`src/rtl/sram_seq_pkg.sv`:
```
package sram_seq_pkg;
   typedef logic [3:0] step_t;
   localparam step_t STEP_IDLE     = 4'd0;
   localparam step_t STEP_HAVE_A   = 4'd1;
   localparam step_t STEP_FIRST    = 4'd2;
   localparam step_t STEP_DQ_ON    = 4'd4;
   localparam step_t STEP_DQ_OFF   = 4'd7;
   localparam step_t STEP_STROBE   = 4'd7;
   localparam step_t STEP_CLAIM    = 4'd8;
   localparam step_t STEP_ACK_HI   = 4'd9;
   localparam step_t STEP_LAST     = 4'd10;
   localparam logic [1:0] SEL_SRAM = 2'b10;
endpackage

```
`src/rtl/sram_cmd_match.sv`:
```
module sram_cmd_match #(
   parameter int CMD_W    = 9,
   parameter int DQ_W     = 68,
   parameter int ID_W     = 5,
   parameter int ID_LSB   = 21,
   parameter int SEL_LSB  = 19,
   parameter int OPC_W    = 2,
   parameter logic [OPC_W-1:0] OPC_READ = 2'b01
) (
   input  logic             cmd_valid,
   input  logic [CMD_W-1:0] cmd,
   input  logic [DQ_W-1:0]  dq_in,
   input  logic [ID_W-1:0]  dev_id,
   output logic             is_read,
   output logic             id_hit
);
   import sram_seq_pkg::*;
   logic [1:0]      sel_f;
   logic [ID_W-1:0] id_f;

   always_comb begin
      sel_f   = dq_in[SEL_LSB +: 2];
      id_f    = dq_in[ID_LSB +: ID_W];
      is_read = cmd_valid && (cmd[OPC_W-1:0] == OPC_READ) && (sel_f == SEL_SRAM);
      id_hit  = (id_f == dev_id);
   end
endmodule

```
`src/rtl/sram_step_ctr.sv`:
```
module sram_step_ctr (
   input  logic                 clk,
   input  logic                 rst,
   input  logic                 is_read,
   input  logic                 id_hit,
   output sram_seq_pkg::step_t  step,
   output logic                 cap_a,
   output logic                 cap_b
);
   import sram_seq_pkg::*;
   step_t step_q, step_d;

   always_comb begin
      step_d = step_q;
      cap_a  = 1'b0;
      cap_b  = 1'b0;
      if (step_q == STEP_IDLE) begin
         if (is_read && id_hit) begin
            step_d = STEP_HAVE_A;
            cap_a  = 1'b1;
         end
      end else if (step_q == STEP_HAVE_A) begin
         if (is_read) begin
            step_d = STEP_FIRST;
            cap_b  = 1'b1;
         end else begin
            step_d = STEP_IDLE;
         end
      end else if (step_q == STEP_LAST) begin
         step_d = STEP_IDLE;
      end else begin
         step_d = step_q + 4'd1;
      end
   end

   always_ff @(posedge clk) begin
      if (rst) step_q <= STEP_IDLE;
      else     step_q <= step_d;
   end

   assign step = step_q;
endmodule

```
`src/rtl/sram_drive_stage.sv`:
```
module sram_drive_stage #(
   parameter int CMD_W  = 9,
   parameter int DQ_W   = 68,
   parameter int HI_LSB = 7,
   parameter int HI_W   = 2,
   parameter int LO_W   = 19,
   localparam int ADDR_W = HI_W + LO_W
) (
   input  logic                clk,
   input  logic                rst,
   input  sram_seq_pkg::step_t step,
   input  logic                cap_a,
   input  logic                cap_b,
   input  logic [CMD_W-1:0]    cmd,
   input  logic [DQ_W-1:0]     dq_in,
   output logic [ADDR_W-1:0]   sram_addr,
   output logic [DQ_W-1:0]     dq_out,
   output logic                dq_oe,
   output logic                sram_rd,
   output logic                acl_drive,
   output logic                ack,
   output logic                ack_oe
);
   import sram_seq_pkg::*;
   logic [HI_W-1:0] hi_q;
   logic [LO_W-1:0] lo_q;

   always_ff @(posedge clk) begin
      if (rst) begin
         hi_q <= '0;
         lo_q <= '0;
      end else begin
         if (cap_a) hi_q <= cmd[HI_LSB +: HI_W];
         if (cap_b) lo_q <= dq_in[LO_W-1:0];
      end
   end

   assign sram_addr = {hi_q, lo_q};

   generate
      if (DQ_W > ADDR_W) begin : g_pad
         assign dq_out = {{(DQ_W-ADDR_W){1'b0}}, sram_addr};
      end else begin : g_exact
         assign dq_out = sram_addr[DQ_W-1:0];
      end
   endgenerate

   always_comb begin
      dq_oe     = (step >= STEP_DQ_ON) && (step <= STEP_DQ_OFF);
      sram_rd   = (step == STEP_STROBE);
      acl_drive = (step >= STEP_CLAIM) && (step <= STEP_LAST);
      ack       = (step == STEP_ACK_HI);
      ack_oe    = (step >= STEP_ACK_HI) && (step <= STEP_LAST);
   end
endmodule

```
`src/rtl/sram_rd_seq.sv`:
```
module sram_rd_seq #(
   parameter int CMD_W   = 9,
   parameter int DQ_W    = 68,
   parameter int ID_W    = 5,
   parameter int ID_LSB  = 21,
   parameter int SEL_LSB = 19,
   parameter int HI_LSB  = 7,
   parameter int HI_W    = 2,
   parameter int LO_W    = 19,
   localparam int ADDR_W = HI_W + LO_W
) (
   input  logic              clk,
   input  logic              rst,
   input  logic              cmd_valid,
   input  logic [CMD_W-1:0]  cmd,
   input  logic [DQ_W-1:0]   dq_in,
   input  logic [ID_W-1:0]   dev_id,
   output logic [DQ_W-1:0]   dq_out,
   output logic              dq_oe,
   output logic [ADDR_W-1:0] sram_addr,
   output logic              sram_rd,
   output logic              acl_drive,
   output logic              ack,
   output logic              ack_oe
);
   import sram_seq_pkg::*;

   generate
      if (ID_LSB + ID_W > DQ_W) begin : g_bad_id
         $error("device id field exceeds data bus");
      end
      if (SEL_LSB + 2 > ID_LSB) begin : g_bad_sel
         $error("selector overlaps id field");
      end
      if (LO_W > SEL_LSB) begin : g_bad_lo
         $error("low address overlaps selector");
      end
      if (HI_LSB + HI_W > CMD_W) begin : g_bad_hi
         $error("upper address exceeds command bus");
      end
   endgenerate

   logic  is_read, id_hit, cap_a, cap_b;
   step_t step;

   sram_cmd_match #(
      .CMD_W(CMD_W), .DQ_W(DQ_W), .ID_W(ID_W),
      .ID_LSB(ID_LSB), .SEL_LSB(SEL_LSB)
   ) u_match (
      .cmd_valid(cmd_valid), .cmd(cmd), .dq_in(dq_in), .dev_id(dev_id),
      .is_read(is_read), .id_hit(id_hit)
   );

   sram_step_ctr u_ctr (
      .clk(clk), .rst(rst), .is_read(is_read), .id_hit(id_hit),
      .step(step), .cap_a(cap_a), .cap_b(cap_b)
   );

   sram_drive_stage #(
      .CMD_W(CMD_W), .DQ_W(DQ_W), .HI_LSB(HI_LSB), .HI_W(HI_W), .LO_W(LO_W)
   ) u_drive (
      .clk(clk), .rst(rst), .step(step), .cap_a(cap_a), .cap_b(cap_b),
      .cmd(cmd), .dq_in(dq_in), .sram_addr(sram_addr), .dq_out(dq_out),
      .dq_oe(dq_oe), .sram_rd(sram_rd), .acl_drive(acl_drive),
      .ack(ack), .ack_oe(ack_oe)
   );
endmodule

```
`config.mk`:
```
export PLATFORM = sky130hd
export DESIGN_NAME = sram_rd_seq
export DESIGN_NICKNAME = d
export VERILOG_FILES = /design/src/rtl/sram_seq_pkg.sv /design/src/rtl/sram_cmd_match.sv /design/src/rtl/sram_step_ctr.sv /design/src/rtl/sram_drive_stage.sv /design/src/rtl/sram_rd_seq.sv
export SDC_FILE = /design/constraint.sdc
export NUM_CORES = 1
export LEC_CHECK = 0
export BUFFER_PORTS_ARGS = -buffer_cell sky130_fd_sc_hd__buf_2
export CAP_MARGIN = 20
export CORE_MARGIN = 4
export CORE_UTILIZATION = 37
export DETAILED_ROUTE_END_ITERATION = 10
export GPL_ROUTABILITY_DRIVEN = 0
export HOLD_SLACK_MARGIN = 0.1
export PLACE_DENSITY = 0.85
export SLEW_MARGIN = 10
export SYNTH_ARGS = -nofsm -noshare
export SYNTH_HDL_FRONTEND = slang
export SYNTH_SLANG_ARGS = --single-unit
```
`constraint.sdc`:
```
create_clock -name clk -period 4.7 [get_ports clk]
set_input_delay 0.705 -clock clk [delete_from_list [all_inputs] [get_ports clk]]
set_output_delay 0.705 -clock clk [all_outputs]
set_load 0.1 [all_outputs]
```
==> summary.txt <==
Outcome
  – Status: finished, final reports clean

Hold path
  – Min-delay worst type: flop to flop
  – Min-Delay Endpoint: u_drive.hi_q[1]
  – Hold path cells: 2
  – Hold_sp: u_drive.hi_q[1]

Routing
  – Drt total wl: between 3 and 4 mm
  – Vias: 1219
  – Post-DRT Antenna Nets: 0
  – DRC: 0
  – Initial DRC Count: 24
  – Pre-antenna DRT Iters: 4
  – WL/cell: 10.30 um
  – Vias per cell: roughly 4.1

Global routing
  – Antenna violations before repair: 0
  – Pin count of the biggest net entering global routing: 28
  – First-pass GRT wire length: 4.229 mm
  – Total grt overflow: 0
  – Vias in the first global route: 978
  – GRT Util Overall: under 10%

Synth
  – YS warnings: 0
  – Most numerous cell in the Yosys netlist: buf_4
  – Mapped Area: between 1500 and 2000 um^2
  – Multiplexer share of the synthesized area: 13.31%
  – FF+latch count, synth: 25
  – Sequential share of the synthesized area: 30.26%
  – Post-synth EDFFs: 0
  – Adder-cell area share of the yosys netlist: 0%
  – Dominant cell type by area after synthesis: buf_4
  – Post-synth top cells: buf_4, nor2_1, dfxtp_1
  – Largest family of logic cells by synthesized area: buffers and inverters
  – Simple-gate share of the synthesized area: between 10% and 20%
  – Synth top area cells: buf_4, dfxtp_1, mux2i_1, nor2_1, xor2_1
  – Cells after Synth: 185
  – Synth unique cells: 31
  – Post-synthesis compound-gate area fraction: 2.421%
  – Ys flop type: dfxtp_1
  – Synthesized area per cell: 8.941 um^2
  – Top cell type's share of synthesized area: between 30% and 40%
  – Ys async rst share: 0%
  – Synth Area in XOR/XNOR: 3.707%

Power
  – Pwr Total: 532.3 uW
  – PwrDens: about 300 nW/um^2
  – Peak VDD IR: 0.1171 mV
  – Pleak: 0.0009472 uW

Die
  – Die height: around 75 um
  – Row cnt: 24
  – Die width: 74.86 um
  – Starting density of the core: 37.99%
  – Core area: 4354 um^2
  – Die area: between 5000 and 6000 um^2
  – # IOs: 179

CTS
  – Clock-pin slew on the worst setup and hold paths: 0.09 ns
  – Cts hold-fix bufs: 0
  – CTS tree: done
  – Clock sink total: 25
  – H-tree depth: 1
  – Clk buf depth: 2
  – Clk root buf: clkbuf_8
  – Post-cts resize count: 0
  – CTS Buf Count: 3
  – Clock Latency Late Sink: 0.27 ns
  – Postcts setup bufs: 0

Timing
  – Fin. Hold Viols: 0
  – Peak Freq: 0.4492 GHz
  – Fin crit period: 2.226 ns
  – Fin crit share: 47.36%
  – Setup TNS: 0 ns
  – Setup Viol. Count Final: 0
  – Unrepaired setup endpoints after global routing: no
  – Slew Viols, Final: 0
  – Layout Skew: 0.001524 ns

Critical path
  – Worst EP arrival: approximately 1.5 ns
  – FF-to-FF Start: u_ctr.step[0]
  – R2r worst-path depth: 5
  – FF-to-FF setup slack: 2.92 ns
  – Critical Path Source Type: flop
  – CP startpoint: u_ctr.step[0]
  – Worst-path fanout max: 9
  – WS Path Type: flop to output port
  – CP endpoint kind: output port
  – CP required: roughly 4 ns
  – Worst reg2reg endpoint: u_drive.lo_q[1]

Job
  – Max_cap viols: 0

Layout
  – Synthesis-to-finish area growth: 8.321%
  – Layout cell share with drive strength beyond 1: 37.96%
  – Antenna fix cells: 0
  – Fill count: 469
  – Finished Core Util: 41.15%
  – Nets: 331

Place
  – Post-DP HPWL: 2.476 mm
  – # port buffers: 84
[critical path, cell delays in order (launching register included)]
cell     delay [ns]
dfxtp_1        0.53
nand2_1        0.17
nor2b_1        0.12
buf_2          0.43
[cell type report]
class                           instances  area (um^2)  share of cell area (%)
Tap cell                               52        65.06                   3.631
Inverter                                2        8.758                  0.4888
Sequential cell                        25        500.5                   27.93
Timing Repair Buffer                   85        427.9                   23.88
Multi-Input combinational cell        129        743.2                   41.48
Clock inverter                          1        5.005                  0.2793
Clock buffer                            3        41.29                   2.304
[metal layers]
layer  routed length, um  vias up  global-route usage (%)
met4                   8        0                   2.964
met3                 381        2                   2.670
li1                    -      601                       -
met5                   0        -                       0
met2                1540       67                   16.54
met1                1129      549                   11.39
[flip-flops by register name, indices dropped and copies added, names as in the netlist]
register	cells
u_drive.lo_q	19
u_ctr.step	4
u_drive.hi_q	2
[through the flow]
stage	hold WS, ns	setup slack (ns)	area (um^2)	instances
final	0.5013	2.474	1792	297
after CTS	0.5021	2.458	1792	297
after floorplan	0.5195	0.7121	1827	231
after global routing	0.5209	2.370	1792	297
after detailed placement	0.4865	2.525	1745	293
after global placement	0.4742	2.590	1745	293
[power by group]
group | internal [uW] | total, uW | leakage [uW] | switching, uW
Sequential | 212 | 212 | 0.000201 | 0.0346
Combinational | 15.3 | 191 | 0.000720 | 176
Clock | 59.3 | 130 | 0.0000255 | 70.3
Total | 286 | 532 | 0.000947 | 246
[how the worst max path moves through the flow]
stage | end | slack [ns] | cells past startpoint
3_3_place_gp | u_drive.lo_q[11] | 2.59 | 6
6_report | sram_rd | 2.47 | 3
4_1_cts | sram_rd | 2.46 | 3
2_1_floorplan | sram_rd | 0.71 | 2
5_1_grt | sram_rd | 2.37 | 3
3_5_place_dp | u_drive.lo_q[1] | 2.53 | 6
[cell usage in the layout (no fill, tap or decap), types with 2 or more instances in the layout]
| master | instances |
|---|---|
| xor2_1 | 6 |
| nand2_1 | 2 |
| mux2i_1 | 22 |
| a21oi_1 | 2 |
| dfxtp_1 | 25 |
| nand2b_1 | 5 |
| conb_1 | 47 |
| nor2_1 | 27 |
| clkinv_2 | 2 |
| nor3_1 | 2 |
| buf_2 | 84 |
| clkbuf_8 | 3 |
| nor2b_1 | 2 |
[cell families after synthesis]
logic type,after synthesis
compound gates,6
xor+xnor,7
buf+inv,77
flops,25
mux,22
other cells,1
simple gates,47
Note: power is estimated with default switching activity, not from simulation.
